File: config.mk
export PLATFORM = sky130hd
export DESIGN_NAME = rf_burst_mover
export DESIGN_NICKNAME = d
export VERILOG_FILES = /design/src/rtl/rfx_pkg.sv /design/src/rtl/rfx_cmd_check.sv /design/src/rtl/rfx_seq.sv /design/src/rtl/rfx_regfile.sv /design/src/rtl/rf_burst_mover.sv
export SDC_FILE = /design/constraint.sdc
export NUM_CORES = 2
export LEC_CHECK = 0
export ABC_CLOCK_PERIOD_IN_PS = 5800
export BUFFER_PORTS_ARGS = -buffer_cell sky130_fd_sc_hd__buf_2
export CAP_MARGIN = 20
export CORE_ASPECT_RATIO = 0.9
export CORE_UTILIZATION = 34
export CTS_CLUSTER_DIAMETER = 80
export CTS_CLUSTER_SIZE = 12
export DETAILED_ROUTE_END_ITERATION = 6
export PLACE_DENSITY = 0.5
export SLEW_MARGIN = 20
export SYNTH_ARGS = -nofsm -noshare
export SYNTH_HDL_FRONTEND = slang
export SYNTH_SLANG_ARGS = --single-unit
File: constraint.sdc
create_clock -name clk -period 5.8 [get_ports clk]
set_input_delay 1.16 -clock clk [delete_from_list [all_inputs] [get_ports clk]]
set_output_delay 1.16 -clock clk [all_outputs]
set_load 0.05 [all_outputs]
File: src/rtl/rfx_pkg.sv
// Shared types for the register-file burst byte mover.
package rfx_pkg;

    // Control phases of one command.
    typedef enum logic [1:0] {
        ST_IDLE  = 2'd0,   // waiting for start
        ST_RUN   = 2'd1,   // one byte per cycle on the memory port
        ST_DRAIN = 2'd2,   // last load byte returning from memory
        ST_FIN   = 2'd3    // done pulse
    } eng_state_t;

endpackage

File: src/rtl/rfx_cmd_check.sv
// Command screen: decides whether a command is refused before any byte moves.
// Assumes a purely combinational use at the accepting edge. A fault (low-address
// trap or instruction-space guard) masks the register-overrun result.
module rfx_cmd_check #(
    parameter int AW         = 32,
    parameter int CW         = 7,
    parameter int RW         = 5,
    parameter int NREG       = 32,
    parameter int NULL_LIMIT = 4
) (
    input  logic [AW-1:0] addr,
    input  logic [CW-1:0] count,
    input  logic [RW-1:0] reg_idx,
    input  logic [1:0]    lane,
    input  logic          null_en,
    input  logic          region_en,
    input  logic [AW-1:0] space_base,
    output logic          illegal,
    output logic          fault
);
    localparam int SW      = (((RW + 2) > CW) ? (RW + 2) : CW) + 1;
    localparam int RF_BYTE = NREG * 4;

    logic [SW-1:0] span;
    logic [AW:0]   run_end;
    logic          null_hit;
    logic          region_hit;
    logic          overrun;

    // Span of register bytes the run would reach.
    always_comb begin
        span    = SW'({reg_idx, 2'b00}) + SW'(lane) + SW'(count);
        overrun = (span > SW'(RF_BYTE));
    end

    // Address screens: low-address trap and instruction-space guard.
    always_comb begin
        run_end    = {1'b0, addr} + (AW + 1)'(count);
        null_hit   = null_en && (addr < AW'(NULL_LIMIT));
        region_hit = region_en && ((addr >= space_base) || (run_end > {1'b0, space_base}));
        fault      = null_hit || region_hit;
        illegal    = overrun && !fault;
    end

endmodule

File: src/rtl/rfx_seq.sv
// Byte sequencer: holds the current memory address, register, lane and
// remaining count, and advances one byte per step. Lane 3 wraps to lane 0
// of the next register. Assumes load and step are never high together.
module rfx_seq #(
    parameter int AW = 32,
    parameter int CW = 7,
    parameter int RW = 5
) (
    input  logic          clk,
    input  logic          rst_n,
    input  logic          load,
    input  logic          step,
    input  logic [AW-1:0] ld_addr,
    input  logic [CW-1:0] ld_count,
    input  logic [RW-1:0] ld_reg,
    input  logic [1:0]    ld_lane,
    output logic [AW-1:0] cur_addr,
    output logic [RW-1:0] cur_reg,
    output logic [1:0]    cur_lane,
    output logic          last
);
    logic [CW-1:0] remain;

    // Pointer registers: capture on load, advance on step.
    always_ff @(posedge clk) begin
        if (!rst_n) begin
            cur_addr <= '0;
            cur_reg  <= '0;
            cur_lane <= '0;
            remain   <= '0;
        end else if (load) begin
            cur_addr <= ld_addr;
            cur_reg  <= ld_reg;
            cur_lane <= ld_lane;
            remain   <= ld_count;
        end else if (step) begin
            cur_addr <= cur_addr + 1'b1;
            cur_lane <= cur_lane + 1'b1;
            remain   <= remain - 1'b1;
            if (cur_lane == 2'd3) begin
                cur_reg <= cur_reg + 1'b1;
            end
        end
    end

    // Final byte flag for the controller.
    always_comb last = (remain == CW'(1));

    // lane 3 steps on to lane 0 of the following register
    a_r2_lane_wrap: assert property (@(posedge clk) disable iff (!rst_n)
        (step && !load && cur_lane == 2'd3) |=> (cur_lane == 2'd0 && cur_reg == RW'($past(cur_reg) + 1'b1)));

    // a step inside a register keeps the register and moves one lane
    a_r2_lane_inc: assert property (@(posedge clk) disable iff (!rst_n)
        (step && !load && cur_lane != 2'd3) |=> (cur_reg == $past(cur_reg) && cur_lane == 2'($past(cur_lane) + 1'b1)));

    // memory address climbs by one byte per step
    a_r3_addr_step: assert property (@(posedge clk) disable iff (!rst_n)
        (step && !load) |=> (cur_addr == AW'($past(cur_addr) + 1'b1)));

endmodule

File: src/rtl/rfx_regfile.sv
// Register file with a host word port and an engine byte port. The engine
// byte write changes one lane only. Assumes the controller gates host writes
// so that the two write ports never collide on the same cycle.
module rfx_regfile #(
    parameter int NREG = 32,
    parameter int RW   = 5
) (
    input  logic          clk,
    input  logic          rst_n,
    input  logic          wr_en,
    input  logic [RW-1:0] wr_idx,
    input  logic [31:0]   wr_data,
    input  logic [RW-1:0] rd_idx,
    output logic [31:0]   rd_data,
    input  logic [RW-1:0] br_idx,
    input  logic [1:0]    br_lane,
    output logic [7:0]    br_data,
    input  logic          bw_en,
    input  logic [RW-1:0] bw_idx,
    input  logic [1:0]    bw_lane,
    input  logic [7:0]    bw_data
);
    logic [31:0] regs [NREG];

    // Storage: byte merge from the engine, else a whole word from the host.
    always_ff @(posedge clk) begin
        if (!rst_n) begin
            for (int g = 0; g < NREG; g++) begin
                regs[g] <= '0;
            end
        end else if (bw_en) begin
            regs[bw_idx][{bw_lane, 3'b000} +: 8] <= bw_data;
        end else if (wr_en) begin
            regs[wr_idx] <= wr_data;
        end
    end

    // Read ports: whole word for the host, one byte for the engine.
    always_comb begin
        rd_data = regs[rd_idx];
        br_data = regs[br_idx][{br_lane, 3'b000} +: 8];
    end

    // a byte merge into lane 0 leaves the upper three lanes alone
    a_r3_merge_keeps: assert property (@(posedge clk) disable iff (!rst_n)
        (bw_en && bw_lane == 2'd0) |=> (regs[$past(bw_idx)][31:8] == $past(regs[bw_idx][31:8])));

    // the written lane takes the returned byte
    a_r3_merge_lane: assert property (@(posedge clk) disable iff (!rst_n)
        (bw_en && bw_lane == 2'd3) |=> (regs[$past(bw_idx)][31:24] == $past(bw_data)));

endmodule

File: src/rtl/rf_burst_mover.sv
// Register-file burst byte mover, top level. Accepts a command when idle,
// screens it, then moves one byte per cycle between the register file and a
// byte memory with one cycle of read latency. Ends every command with a
// one-cycle done pulse that carries the error flags and the cycle charge.
module rf_burst_mover #(
    parameter int NREG       = 32,
    parameter int AW         = 32,
    parameter int CW         = 7,
    parameter int NULL_LIMIT = 4,
    parameter int BASE_COST  = 1,
    parameter int MEM_EXTRA  = 2,
    parameter int COST_W     = 3,
    parameter int RW         = $clog2(NREG)
) (
    input  logic              clk,
    input  logic              rst_n,
    input  logic              start,
    input  logic              is_store,
    input  logic [AW-1:0]     cmd_addr,
    input  logic [CW-1:0]     cmd_count,
    input  logic [RW-1:0]     cmd_reg,
    input  logic [1:0]        cmd_lane,
    input  logic              null_trap_en,
    input  logic              region_chk_en,
    input  logic [AW-1:0]     space_base,
    output logic              busy,
    output logic              done,
    output logic              err_illegal,
    output logic              err_fault,
    output logic [COST_W-1:0] cost,
    output logic              mem_re,
    output logic              mem_we,
    output logic [AW-1:0]     mem_addr,
    output logic [7:0]        mem_wdata,
    input  logic [7:0]        mem_rdata,
    input  logic              rf_wr_en,
    input  logic [RW-1:0]     rf_wr_idx,
    input  logic [31:0]       rf_wr_data,
    input  logic [RW-1:0]     rf_rd_idx,
    output logic [31:0]       rf_rd_data
);
    import rfx_pkg::*;

    localparam int FULL_COST = BASE_COST + MEM_EXTRA;

    eng_state_t    state;
    logic          st_q;
    logic          ill_q;
    logic          flt_q;
    logic          chk_ill;
    logic          chk_flt;
    logic          accept;
    logic          step;
    logic          last;
    logic [AW-1:0] cur_addr;
    logic [RW-1:0] cur_reg;
    logic [1:0]    cur_lane;
    logic          pend_v;
    logic [RW-1:0] pend_reg;
    logic [1:0]    pend_lane;
    logic [7:0]    store_byte;
    logic          host_we;

    rfx_cmd_check #(
        .AW(AW), .CW(CW), .RW(RW), .NREG(NREG), .NULL_LIMIT(NULL_LIMIT)
    ) u_check (
        .addr       (cmd_addr),
        .count      (cmd_count),
        .reg_idx    (cmd_reg),
        .lane       (cmd_lane),
        .null_en    (null_trap_en),
        .region_en  (region_chk_en),
        .space_base (space_base),
        .illegal    (chk_ill),
        .fault      (chk_flt)
    );

    rfx_seq #(
        .AW(AW), .CW(CW), .RW(RW)
    ) u_seq (
        .clk      (clk),
        .rst_n    (rst_n),
        .load     (accept),
        .step     (step),
        .ld_addr  (cmd_addr),
        .ld_count (cmd_count),
        .ld_reg   (cmd_reg),
        .ld_lane  (cmd_lane),
        .cur_addr (cur_addr),
        .cur_reg  (cur_reg),
        .cur_lane (cur_lane),
        .last     (last)
    );

    rfx_regfile #(
        .NREG(NREG), .RW(RW)
    ) u_rf (
        .clk     (clk),
        .rst_n   (rst_n),
        .wr_en   (host_we),
        .wr_idx  (rf_wr_idx),
        .wr_data (rf_wr_data),
        .rd_idx  (rf_rd_idx),
        .rd_data (rf_rd_data),
        .br_idx  (cur_reg),
        .br_lane (cur_lane),
        .br_data (store_byte),
        .bw_en   (pend_v),
        .bw_idx  (pend_reg),
        .bw_lane (pend_lane),
        .bw_data (mem_rdata)
    );

    // Acceptance, stepping and host-write gating.
    always_comb begin
        accept  = start && (state == ST_IDLE);
        step    = (state == ST_RUN);
        host_we = rf_wr_en && (state == ST_IDLE);
    end

    // Controller: screen on accept, stream bytes, drain a load, pulse done.
    always_ff @(posedge clk) begin
        if (!rst_n) begin
            state <= ST_IDLE;
            st_q  <= 1'b0;
            ill_q <= 1'b0;
            flt_q <= 1'b0;
        end else begin
            case (state)
                ST_IDLE: begin
                    if (start) begin
                        st_q  <= is_store;
                        ill_q <= chk_ill;
                        flt_q <= chk_flt;
                        if (chk_ill || chk_flt || (cmd_count == '0)) begin
                            state <= ST_FIN;
                        end else begin
                            state <= ST_RUN;
                        end
                    end
                end
                ST_RUN: begin
                    if (last) begin
                        state <= st_q ? ST_FIN : ST_DRAIN;
                    end
                end
                ST_DRAIN: state <= ST_FIN;
                default:  state <= ST_IDLE;
            endcase
        end
    end

    // Load return tracker: remembers where the byte now in flight must land.
    always_ff @(posedge clk) begin
        if (!rst_n) begin
            pend_v    <= 1'b0;
            pend_reg  <= '0;
            pend_lane <= '0;
        end else begin
            pend_v    <= (state == ST_RUN) && !st_q;
            pend_reg  <= cur_reg;
            pend_lane <= cur_lane;
        end
    end

    // Memory port and completion outputs.
    always_comb begin
        mem_re      = (state == ST_RUN) && !st_q;
        mem_we      = (state == ST_RUN) && st_q;
        mem_addr    = cur_addr;
        mem_wdata   = store_byte;
        busy        = (state != ST_IDLE);
        done        = (state == ST_FIN);
        err_illegal = done && ill_q;
        err_fault   = done && flt_q;
        cost        = (done && !ill_q && !flt_q) ? COST_W'(FULL_COST) : '0;
    end

    // done lasts a single cycle
    a_r9_done_pulse: assert property (@(posedge clk) disable iff (!rst_n)
        done |=> !done);

    // done is only seen while busy
    a_r9_busy_covers_done: assert property (@(posedge clk) disable iff (!rst_n)
        done |-> busy);

    // no memory traffic while idle
    a_r8_quiet_idle: assert property (@(posedge clk) disable iff (!rst_n)
        !busy |-> (!mem_re && !mem_we));

    // read and write strobes never overlap
    a_r2_one_strobe: assert property (@(posedge clk) disable iff (!rst_n)
        !(mem_re && mem_we));

    // a refused command goes straight from idle to done
    a_r4_refused_direct: assert property (@(posedge clk) disable iff (!rst_n)
        (done && (err_illegal || err_fault)) |-> ($past(state) == ST_IDLE));

    // at most one error flag at a time
    a_r7_single_error: assert property (@(posedge clk) disable iff (!rst_n)
        !(err_illegal && err_fault));

    // the cycle charge appears only with done
    a_r10_cost_with_done: assert property (@(posedge clk) disable iff (!rst_n)
        (cost != '0) |-> done);

    // a start while busy does not restart the sequencer
    a_r11_start_ignored: assert property (@(posedge clk) disable iff (!rst_n)
        (busy && start && step && !last) |=> (state == ST_RUN));

endmodule

==> impl_metrics.py <==
metrics = {
    "outcome": {
        "outcome": "complete, but fails checks",
        "failed_checks": "design-rule violations",
    },
    "synth": {
        "syn_inst": 4096,
        "yosysSeqAreaShare_pct": 55.1,
        "synth_top_area_share_pct": 52.9,
        "ys_types": 60,
        "synthFlopType": "edfxtp_1",
        "syn_area_sq_um": 58200,
        "synth_largest_area_cell": "edfxtp_1",
        "avgSynthCellArea_sq_um": 14.2,
        "synth.most_common_cell": "nor2_1",
        "async_reset_ff_share_pct": 0,
        "yosys-top-cells-count": "nor2_1 (1109), edfxtp_1 (1024), mux4_2 (648), nand2_1 (293), clkbuf_1 (217)",
        "yosys-top-cells-area": "edfxtp_1 (53%), mux4_2 (25%), nor2_1 (7.2%)",
        "yosys_warnings": 0,
        "syn_nets": 4325,
        "synth_edf_count": 1024,
        "ys_seq_elements": 1088,
    },
    "global_route": {
        "grt_usage_pct": 22.3,
        "grt_max_degree": 64,
        "antenna_found_initial": 8,
        "grt_pass1_vias": 37400,
        "grt_pass1_wl_mm": 277,
        "gr-total-overflow": 0,
    },
    "place": {
        "dp_cells": 6380,
        "portBuffers": 214,
        "hpwl_mm": 133,
        "place.gp.congestion": 0.875,
    },
    "floorplan": {
        "placementRows": 143,
        "core_sq_um": 169000,
        "io-pin-count": 216,
        "die_w_microns": 438,
        "die_y_microns": 394,
        "initial_core_util_pct": 34.3,
        "dieArea_sq_um": 173000,
    },
    "worst_setup_path": {
        "crit_slowest_cell": "dfxtp_4",
        "worstPathBufferInverterCount": 2,
        "crit_arrival_ns": 4.43,
        "end_kind": "output pin",
        "required_ns": 4.64,
        "reg2reg_depth": 11,
        "worstReg2RegEnd": "u_rf.regs[11][16]",
        "critPathMaxFanout": 24,
        "setup.worst_path.end": "mem_wdata[2]",
        "slowest_delay_ns": 0.88,
        "crit_cells": 7,
        "r2r_start": "state[1]",
        "cpMostUsedCell": "mux4_2",
        "worstPathCellList": "buf_4 > mux4_2 > mux4_2 > mux2i_1 > a22oi_1 > o21a_1 > buf_2",
        "r2r_slack_ns": 1.78,
        "crit_path_start_kind": "flip-flop",
        "crit_type": "reg2out",
        "critical_path.top_delay_family": "multiplexers",
    },
    "clock_tree": {
        "h-tree-depth": 3,
        "cts_tree": "done",
        "clock_latency_ns": 0.74,
        "root_buffer": "clkbuf_16",
        "cts_sinks": 1088,
        "cts_resized": 0,
        "cts_hold_buf": 0,
        "cts_setup_buffers": 0,
        "numCtsBuffers": 102,
        "clk_path_buf_depth": 3,
        "clkTransAtPathRegs_ns": 0.07,
    },
    "routing": {
        "wirelength_mm": 194,
        "via_per_inst": 5.83,
        "wl_per_cell_microns": 29.7,
        "vias": 38200,
        "ant_nets": 0,
        "drc_errors": 6,
        "dr.pass1.iters": 7,
        "first_iter_violations": 4954,
    },
    "finish": {
        "fillers": 15800,
        "drive_above_1_share_pct": 27.7,
        "area_growth_pct": 12.3,
        "instances_no_fill": 6550,
        "nets": 4466,
        "reg.largest.list": "u_rf.regs (1024), u_seq.cur_addr (32), u_seq.remain (7)",
        "top_register": "u_rf.regs",
        "largest_reg_flops": 1024,
    },
    "sta": {
        "fmax_ghz": 0.179,
        "maxSlewHeadroom_pct": 26.2,
        "rsz0062_at_grt": "false",
        "setup_tns_ns": 0,
        "hold_viol_final": 0,
        "drv_slew": 0,
        "finalSetupViolations": 0,
        "fin_worst_skew_ns": 0.0279,
        "period_share_pct": 96.3,
        "period_minus_slack_ns": 5.59,
        "worst_slew_pin_slew_ns": 1.10,
    },
    "pwr": {
        "power.density_nw_per_um2": 351,
        "p_leak_nw": 21.6,
        "vdd.ir_drop.worst_v": 0.000234,
        "finalPower_mw": 22.9,
    },
    "min_path": {
        "worstHoldPathType": "reg2reg",
    },
    "flow_run": {
        "cap_violations": 0,
    },
}
-- metal layers --
metal  share of wire (%)  routed length [microns]  vias to the layer above  global-route usage, %
met4                 2.8                     5440                        0                   5.59
met5                   0                        0                        -                      0
met3                 7.5                    14600                      235                   3.62
li1                    -                        -                    16100                      -
met1                  42                    80700                    20300                   31.3
met2                  48                    93500                     1570                   36.0
-- report_power, final --
group	leakage, nW	internal (mW)	switching [mW]
Combinational	9.14	2.55	4.43
Clock	1.40	3.34	3.09
Sequential	11.1	9.02	0.485
-- worst min-delay path by stage --
stage                     start  cells past startpoint  endpoint  slack, ns
after floorplan            st_q                      2      st_q       0.45
after global placement     st_q                      2      st_q       0.46
after detailed placement   st_q                      2      st_q       0.46
after CTS                  st_q                      2      st_q       0.47
after global routing       st_q                      2      st_q       0.48
final                      st_q                      2      st_q       0.47
-- layout by cell type, fill, tap and decap left out, drive strengths merged, types with 3 or more instances in the layout --
master     n
nor2    1109
a211oi    24
ha        92
and3      15
a21oi     54
diode      6
and2      17
or3        5
mux4     648
o21ai     33
clkinv     5
nand2    293
nand3     31
clkbuf   153
nand4     38
a2111o     3
a21boi     3
xor2      31
nor2b      5
nor3b      6
buf      340
edfxtp  1024
nand2b     4
dfxtp     64
mux2      33
nor4      11
mux2i     19
nor4b      6
a211o      5
and4       6
o21bai     3
a22oi     40
xnor2     38
nor3      16
a31oi     13
a311oi     4
o21a       9
inv       64
a21o      11
-- through the flow --
step	utilization, %	cell area (sq um)	hold slack (ns)	setup WS [ns]
2_1_floorplan	-	58200	0.445	1.14
3_3_place_gp	36.8	62400	0.459	0.525
3_5_place_dp	36.8	62400	0.457	0.573
4_1_cts	38.5	65300	0.467	0.206
5_1_grt	38.5	65300	0.482	0.149
6_report	38.6	65300	0.468	0.213
-- worst reg2reg max path: stages (launching register included) --
cell and delay [ns]:
dfxtp_1 0.36, inv_1 0.10, ha_1 0.24, nand2_1 0.14, nor3b_4 0.38, buf_4 0.27, buf_4 0.53, a31oi_1 0.36
nor2_1 0.19, buf_4 0.26, nand2_1 0.32, nand2_1 0.49
-- cell type report --
cell class / instances / area, sq um / area share [%]
inverter: 59 / 221 / 0.339
timing repair buffer: 340 / 2430 / 3.71
multi-input combinational: 2646 / 24900 / 38.1
clock buffer: 153 / 2780 / 4.25
clock inverter: 11 / 145 / 0.222
antenna: 6 / 15.0 / 0.0230
tap: 2247 / 2810 / 4.30
sequential: 1088 / 32000 / 49.1
-- cell families (layout without fill, tap and decap cells) --
| kind of cell | count (synthesis) | in the layout | share of synthesized area (%) |
|---|---|---|---|
| compound gates | 214 | 214 | 2.42 |
| xor+xnor | 69 | 69 | 1.04 |
| fa+ha+maj | 94 | 94 | 2.05 |
| buf+inv | 362 | 563 | 2.51 |
| flops | 1088 | 1088 | 55.1 |
| mux | 700 | 700 | 26.1 |
| other cells | 1 | 7 | 0.00645 |
| simple gates | 1568 | 1568 | 10.9 |
Power figures use the tool's default switching activity.
